`config.mk`:
```
export PLATFORM = sky130hd
export DESIGN_NAME = cb_mailbox
export DESIGN_NICKNAME = d
export VERILOG_FILES = /design/src/rtl/cb_mailbox.sv
export SDC_FILE = /design/constraint.sdc
export NUM_CORES = 2
export LEC_CHECK = 0
export CAP_MARGIN = 20
export CELL_PAD_IN_SITES_DETAIL_PLACEMENT = 0
export CELL_PAD_IN_SITES_GLOBAL_PLACEMENT = 1
export CORE_ASPECT_RATIO = 0.6
export CORE_MARGIN = 3
export CORE_UTILIZATION = 40
export CTS_CLUSTER_SIZE = 10
export DETAILED_ROUTE_END_ITERATION = 10
export PLACE_DENSITY = 0.56
export SLEW_MARGIN = 20
export SYNTH_ARGS = -nofsm -noshare
export SYNTH_HDL_FRONTEND = slang
export SYNTH_SLANG_ARGS = --single-unit
```
`constraint.sdc`:
```
create_clock -name clk -period 9.2 [get_ports clk]
set_input_delay 2.3 -clock clk [delete_from_list [all_inputs] [get_ports clk]]
set_output_delay 2.3 -clock clk [all_outputs]
set_load 0.01 [all_outputs]
```
`src/rtl/cb_mailbox.sv`:
```
module cb_mailbox #(
  parameter int DEPTH = 32,
  parameter int DW    = 32
) (
  input  logic          clk,
  input  logic          rst_n,
  input  logic          h_en,
  input  logic          h_we,
  input  logic [1:0]    h_addr,
  input  logic [DW-1:0] h_wdata,
  output logic [DW-1:0] h_rdata,
  output logic          h_irq,
  input  logic          c_en,
  input  logic          c_we,
  input  logic [1:0]    c_addr,
  input  logic [DW-1:0] c_wdata,
  output logic [DW-1:0] c_rdata,
  output logic          c_irq
);
  localparam int AW = $clog2(DEPTH);
  localparam logic [7:0] DEP8 = 8'(DEPTH);

  logic [7:0] dn_wp, dn_rp, up_wp, up_rp;
  logic [DW-1:0] dn_mem [DEPTH];
  logic [DW-1:0] up_mem [DEPTH];
  logic h_ie, h_is, h_rdy, h_rst, h_err;
  logic c_ie, c_is, c_rdy, c_err;

  wire [7:0] dn_fill  = dn_wp - dn_rp;
  wire [7:0] up_fill  = up_wp - up_rp;
  wire dn_full  = dn_fill == DEP8;
  wire up_full  = up_fill == DEP8;
  wire dn_empty = dn_fill == 8'd0;
  wire up_empty = up_fill == 8'd0;

  wire h_ctl_wr = h_en & h_we & (h_addr == 2'd0);
  wire c_ctl_wr = c_en & c_we & (c_addr == 2'd0);
  wire h_push   = h_en & h_we & (h_addr == 2'd1) & ~h_rst;
  wire c_push   = c_en & c_we & (c_addr == 2'd1) & ~h_rst;
  wire h_pop    = h_en & ~h_we & (h_addr == 2'd2) & ~h_rst;
  wire c_pop    = c_en & ~c_we & (c_addr == 2'd2) & ~h_rst;
  wire dn_push_ok = h_push & ~dn_full;
  wire up_push_ok = c_push & ~up_full;
  wire up_pop_ok  = h_pop & ~up_empty;
  wire dn_pop_ok  = c_pop & ~dn_empty;

  wire [DW-1:0] h_word = {DEP8, dn_wp, dn_rp, 2'b00, h_err, h_rst, h_rdy, 1'b0, h_is, h_ie};
  wire [DW-1:0] c_word = {DEP8, up_wp, up_rp, 2'b00, c_err, h_rst, c_rdy, 1'b0, c_is, c_ie};

  assign h_irq = h_ie & h_is;
  assign c_irq = c_ie & c_is;

  always_ff @(posedge clk) begin
    if (!rst_n) begin
      dn_wp <= '0; dn_rp <= '0; up_wp <= '0; up_rp <= '0;
    end else if (h_rst) begin
      dn_wp <= '0; dn_rp <= '0; up_wp <= '0; up_rp <= '0;
    end else begin
      if (dn_push_ok) dn_wp <= dn_wp + 8'd1;
      if (dn_pop_ok)  dn_rp <= dn_rp + 8'd1;
      if (up_push_ok) up_wp <= up_wp + 8'd1;
      if (up_pop_ok)  up_rp <= up_rp + 8'd1;
    end
  end

  always_ff @(posedge clk) begin
    if (dn_push_ok) dn_mem[dn_wp[AW-1:0]] <= h_wdata;
    if (up_push_ok) up_mem[up_wp[AW-1:0]] <= c_wdata;
  end

  always_ff @(posedge clk) begin
    if (!rst_n) begin
      h_ie <= 1'b0; h_is <= 1'b0; h_rdy <= 1'b0; h_rst <= 1'b0; h_err <= 1'b0;
    end else begin
      if (h_ctl_wr) begin
        h_ie  <= h_wdata[0];
        h_rdy <= h_wdata[3];
        h_rst <= h_wdata[4];
      end
      if (c_ctl_wr && c_wdata[2])      h_is <= 1'b1;
      else if (h_ctl_wr && h_wdata[1]) h_is <= 1'b0;
      if (h_push && dn_full)           h_err <= 1'b1;
      else if (h_ctl_wr && h_wdata[5]) h_err <= 1'b0;
    end
  end

  always_ff @(posedge clk) begin
    if (!rst_n) begin
      c_ie <= 1'b0; c_is <= 1'b0; c_rdy <= 1'b0; c_err <= 1'b0;
    end else begin
      if (c_ctl_wr) begin
        c_ie  <= c_wdata[0];
        c_rdy <= c_wdata[3];
      end
      if (h_ctl_wr && h_wdata[2])      c_is <= 1'b1;
      else if (c_ctl_wr && c_wdata[1]) c_is <= 1'b0;
      if (c_push && up_full)           c_err <= 1'b1;
      else if (c_ctl_wr && c_wdata[5]) c_err <= 1'b0;
    end
  end

  always_ff @(posedge clk) begin
    if (!rst_n) h_rdata <= '0;
    else if (h_en && !h_we) begin
      case (h_addr)
        2'd0: h_rdata <= h_word;
        2'd2: h_rdata <= up_pop_ok ? up_mem[up_rp[AW-1:0]] : '0;
        2'd3: h_rdata <= c_word;
        default: h_rdata <= '0;
      endcase
    end
  end

  always_ff @(posedge clk) begin
    if (!rst_n) c_rdata <= '0;
    else if (c_en && !c_we) begin
      case (c_addr)
        2'd0: c_rdata <= c_word;
        2'd2: c_rdata <= dn_pop_ok ? dn_mem[dn_rp[AW-1:0]] : '0;
        2'd3: c_rdata <= h_word;
        default: c_rdata <= '0;
      endcase
    end
  end


  no_overflow_chk: assert property (@(posedge clk) disable iff (!rst_n)
    (8'(dn_wp - dn_rp) <= DEP8) && (8'(up_wp - up_rp) <= DEP8));


  full_drop_chk: assert property (@(posedge clk) disable iff (!rst_n)
    (h_en && h_we && h_addr == 2'd1 && !h_rst && dn_full) |=> ($stable(dn_wp) && h_err));


  empty_pop_chk: assert property (@(posedge clk) disable iff (!rst_n)
    (h_en && !h_we && h_addr == 2'd2 && up_empty) |=> (h_rdata == '0 && $stable(up_rp)));


  bell_chk: assert property (@(posedge clk) disable iff (!rst_n)
    (c_en && c_we && c_addr == 2'd0 && c_wdata[2]) |=> h_is);


  rst_hold_chk: assert property (@(posedge clk) disable iff (!rst_n)
    h_rst |=> (dn_wp == 8'd0 && dn_rp == 8'd0 && up_wp == 8'd0 && up_rp == 8'd0));
endmodule

```
# Word-level counts from Yosys, hierarchy flattened
# Memory sizes are Yosys's and may differ from the RTL's. A register that Yosys moved wholly into a read port is not among the register bits.
# Cells that the tools add are included.
dict set report word_totals {
  out_inout_bits 66
  n_memories 2
  ramBits 2048
  input_bits 74
  regBits 105
}
# name words width rd rd_clocked_by_memory_dff wr line_no
set mem_list {}
lappend mem_list {dn_mem 32 32 1 1 1 24} ;# logic [DW-1:0] dn_mem [DEPTH];
lappend mem_list {up_mem 32 32 1 1 1 25} ;# logic [DW-1:0] up_mem [DEPTH];
dict set report op_classes {
  bitwise_logic 28
  mux 20
  addsub 6
  eq_ne 8
  n_reduce_logical 21
}
# operator count
set op_table {}
lappend op_table {{$pmux 32 s3} 2}
lappend op_table {{$mux 32} 2}
lappend op_table {{$add 8x1->8 const B} 4}
lappend op_table {{$and 1x1->1} 20}
lappend op_table {{$mux 5} 4}
lappend op_table {{$eq 8x6->1 const B} 2}
lappend op_table {{$logic_not 8->1} 2}
lappend op_table {{$sub 8x8->8} 2}
lappend op_table {{$mux 1} 12}
lappend op_table {{$logic_and 1x1->1} 10}
lappend op_table {{$eq 2x2->1 const B} 4}
lappend op_table {{$not 1->1} 8}
lappend op_table {{$reduce_bool 2->1} 4}
lappend op_table {{$eq 2x1->1 const B} 2}
lappend op_table {{$logic_not 2->1} 2}
lappend op_table {{$logic_not 1->1} 2}
lappend op_table {{$reduce_or 2->1} 1}

# Logic depth before layout (Yosys ltp)
dict set report logic_depth {
  word_depth 7
  mapped_depth 11
  ltp_nobuf 9
}

# Worst setup path after synthesis
# Ideal clock, no wire load.
dict set report synth_timing {
  kind {input port to flip-flop}
  start {in h_addr[1]}
  end {mem dn_mem[15][0] (enable)}
  setup_slack_ns 2.494
  path_buffers 1
  required_time_ns 8.699
  cell_stages 5
  arrival_time_ns 6.205
  cell_sequence {nand2b_1 > nor3_1 > o31ai_1 > clkbuf_1 > nor4_1}
}
dict set report synth_via {
  elab_chain_cells 6
}
# item line_no
set synth_lines {}
lappend synth_lines {{start, declared} 9} ;# input logic [1:0] h_addr,
lappend synth_lines {{$eq 2x1->1} 38} ;# wire h_push = h_en & h_we & (h_addr == 2'd1) & ~h_rst;
lappend synth_lines {{$and 1x1->1 (2 in series)} 38}
lappend synth_lines {{$and 1x1->1} 42} ;# wire dn_push_ok = h_push & ~dn_full;
lappend synth_lines {{$mux 1} 67} ;# if (dn_push_ok) dn_mem[dn_wp[AW-1:0]] <= h_wdata;
lappend synth_lines {{$mux 1 (implied by the code)} 67}
lappend synth_lines {{end, declared} 24}
# No other way between the ends.

# Worst setup path in the final report
dict set report layout_timing {
  start {in c_en}
  end {mem up_mem[4][4] (enable)}
}
dict set report layout_via {
  elab_chain_cells 6
}
# item line_no
set layout_lines {}
lappend layout_lines {{start, declared} 13} ;# input logic c_en,
lappend layout_lines {{$and 1x1->1 (3 in series)} 39} ;# wire c_push = c_en & c_we & (c_addr == 2'd1) & ~h_rst;
lappend layout_lines {{$and 1x1->1} 43} ;# wire up_push_ok = c_push & ~up_full;
lappend layout_lines {{$mux 1} 68} ;# if (up_push_ok) up_mem[up_wp[AW-1:0]] <= c_wdata;
lappend layout_lines {{$mux 1 (implied by the code)} 68}
lappend layout_lines {{end, declared} 25}
# No other way between the ends.

==> run summary <==
pins over their slew limit: 0
critical path fanouts, max: 40
via count: 39250
arrival time at the worst endpoint: 5050 ps
Final nets: 4022
layout cells sized above 1: 28.2%
final setup vio count: 0
number of flops mapped to enable cells by yosys: 2048
final setup TNS: 0 ps
path depth of the worst reg2reg path: 10
Core ar.: 207000 sq um
root buf cell: clkbuf_16
IR drop worst, VDD: 0.149 mV
Cells after DPL: 6429
Num CTS Buffers: 243
total gr overflow: 0
Worst-Skew Late Latency: 860 ps
Initial Util: 40.3%
WL final: 223 mm
clock sinks: 2163
P per Cell Area: 207 nW/um^2
Post-CTS Hold Buffers: 0
worst hold path type: reg -> reg
routed vias/inst: 5.76
Post-Syn Area: 83300 sq um
fmax: 0.217 GHz
Synth cell types: 58
Least-Margin Pin Slew: 1130 ps
Filler Cell Count: 17038
# IOs: 140
Tmin final: 4610 ps
Max-Cap Viols: 0
outcome: finished, final reports clean
R2R Setup Slk: 4610 ps
Worst Path Required: 9640 ps
hold_sp: c_rdata[27]
critical path, cell by cell: clkdlybuf4s50_1 > nand2_1 > nor3_1 > a21boi_2 > buf_4 > and3_2
CTS resizes: 0
DP HPWL: 136 mm
post-synthesis cell count: 3632
crit path kind: in -> reg
Final Hold Viols: 0
Post-synth ARST share: 0%
crit share post-route: 50.1%
DR pass1 iterations: 7
Routed Antenna Nets: 0
WHS Path Cells: 2
Die ar.: 214000 sq um
syn_nets: 3730
CP max stage cell: and3_2
Seq/Total Area, Yosys: 76.6%
Reg clk slew, reported paths: 60 ps
global-route wire length before repair: 315 mm
Final Skew: 41.8 ps
CTS tree: done
Rows: 129
RSZ-0062 raised after global routing: false
yosys warns: 0
Synth Flop Type: edfxtp_1
Crit Reg-Reg Startpoint: dn_wp[2]
Mapped Avg Cell Area: 22.9 sq um
area grow syn2layout: 14.0%
# DRC: 0
Setup Buffers After CTS: 0
wire per inst: 32.8 microns
initial DRC count: 4601
final cell count without fillers: 6809
vias in the first global route: 39329
largest net degree at the start of global routing: 121
Global Route Usage Sum: 20.9%
hold worst-path end: c_rdata[27]
gpl congestion: 0.798
# port buffers: 139
H-tree lvl count: 4
crit-path max cell delay: 1030 ps
Crit. End Element: flop
R2R Path End: dn_mem[14][19]
initial antenna violation count: 17
#FFs+latches synth: 2163
die height: 359 microns
CTS Buffer Depth: 4
Worst setup SP type: primary input
Max-slew headroom: 24.6%
die width: 595 microns
Lkg Pwr: 28.3 nW
-- state kept, by name, summed over array words and instances (netlist names), 8 cells and up, named ones only --
signal   cells
c_rdata     32
dn_mem    1024
dn_rp        8
dn_wp        8
h_rdata     32
up_mem    1024
up_rp        8
up_wp        8
-- layout by cell type (no fill, tap or decap), drive strengths merged, types with 7 or more instances in the layout --
| cell type | n |
|---|---|
| edfxtp | 2048 |
| mux4 | 636 |
| clkbuf | 369 |
| buf | 138 |
| dfxtp | 115 |
| clkdlybuf4s50 | 113 |
| and3 | 71 |
| nand2 | 60 |
| mux2i | 46 |
| nor2 | 46 |
| a22oi | 43 |
| mux2 | 32 |
| o21ai | 28 |
| inv | 27 |
| a21oi | 24 |
| ha | 24 |
| o221ai | 22 |
| a221o | 20 |
| nand3 | 20 |
| nor2b | 17 |
| nor3 | 16 |
| nand2b | 14 |
| nand4 | 13 |
| a22o | 11 |
| xnor2 | 9 |
| a211oi | 9 |
| or3 | 8 |
| and2 | 7 |
-- kinds of logic (layout without fill, tap and decap cells) --
group                    after synthesis  after routing  synth area share [%]
AND/OR/NAND/NOR                      294            294                  1.86
flip-flops                          2163           2163                  76.6
AO/OA/AOI/OAI                        196            196                  1.78
XOR/XNOR                              10             10                 0.105
buffers and inverters                231            651                  1.09
adder cells (fa/ha/maj)               24             24                 0.361
multiplexers                         714            714                  18.2
other                                  0              6                     0
-- metal layers --
layer  share of wire [%]  vias to the layer above  global-route usage [%]  wire (microns)
met5                   0                        -                       0               0
met4                 2.6                        0                    5.30            5720
met1                  48                    21397                    33.2          106000
li1                    -                    16133                       -               -
met3                 8.4                      278                    5.72           18800
met2                  41                     1442                    28.0           92300
-- how the worst max path moves through the flow --
stage | from | endpoint | slack, ps | cells past startpoint
CTS | c_en | up_mem[20][6] | 4630 | 6
global placement | c_we | up_mem[4][10] | 3760 | 6
detailed placement | c_en | up_mem[24][8] | 3720 | 7
floorplan | h_addr[1] | dn_mem[15][0] | 2490 | 5
finish | c_en | up_mem[4][4] | 4590 | 6
global route | dn_wp[2] | dn_mem[14][19] | 4430 | 10
-- power by group --
part	leakage, nW	switching (mW)	internal, mW
registers	19.3	0.00800	10.8
logic	5.81	0.252	0.0901
clock network	3.19	3.65	4.86
total	28.3	3.91	15.7
-- critical path, delay by kind of cell --
family                 cells  cell delay, ps
AO/OA/AOI/OAI              1             210
buffers and inverters      2             890
AND/OR/NAND/NOR            3            1620
-- stage by stage --
stage	total power, mW	setup WS [ps]	hold WS [ps]	utilization (%)	area [sq um]
floorplan	11.1	2490	457	-	83300
global placement	11.3	3760	441	42.7	88300
detailed placement	11.3	3720	448	42.8	88300
CTS	19.9	4630	461	46.0	95000
global route	20.3	4430	482	46.0	95000
finish	19.6	4590	461	46.0	95000
-- layout make-up --
class,count,area (sq um),share of cell area (%)
tap,2751,3440,3.62
timing repair buffer,251,2220,2.34
clock inverter,4,46.3,0.0487
multi-input combinational,1238,18700,19.7
inverter,27,101,0.107
sequential,2163,63800,67.2
antenna,6,15.0,0.0158
clock buffer,369,6600,6.95
-- synthesized netlist by cell type (2+ instances only) --
library cell,count,share of area [%]
edfxtp_1,2048,74
mux4_2,636,17
clkbuf_1,132,0.59
dfxtp_1,115,2.8
and3_1,71,0.53
nand2_1,60,0.27
mux2i_1,46,0.55
nor2_1,46,0.21
a22oi_1,43,0.39
buf_1,39,0.18
buf_2,33,0.20
mux2_2,32,0.43
o21ai_0,28,0.17
inv_1,27,0.12
a21oi_1,24,0.14
ha_1,24,0.36
o221ai_1,22,0.23
a221o_1,20,0.24
nand3_1,20,0.12
nor2b_1,17,0.13
nor3_1,16,0.096
nand2b_1,14,0.11
nand4_1,13,0.098
a22o_1,11,0.12
a211oi_1,9,0.081
xnor2_1,9,0.095
or3_1,8,0.060
and2_1,7,0.053
nor3b_1,6,0.054
o31ai_1,6,0.054
or4_1,6,0.054
a211o_1,5,0.053
a31oi_1,4,0.030
a31o_2,3,0.032
a41o_1,3,0.036
or2_2,3,0.023
a21boi_0,2,0.018
and3b_1,2,0.021
nor4_1,2,0.015
o211a_1,2,0.024
No activity file was read; power rests on OpenSTA's default activity.
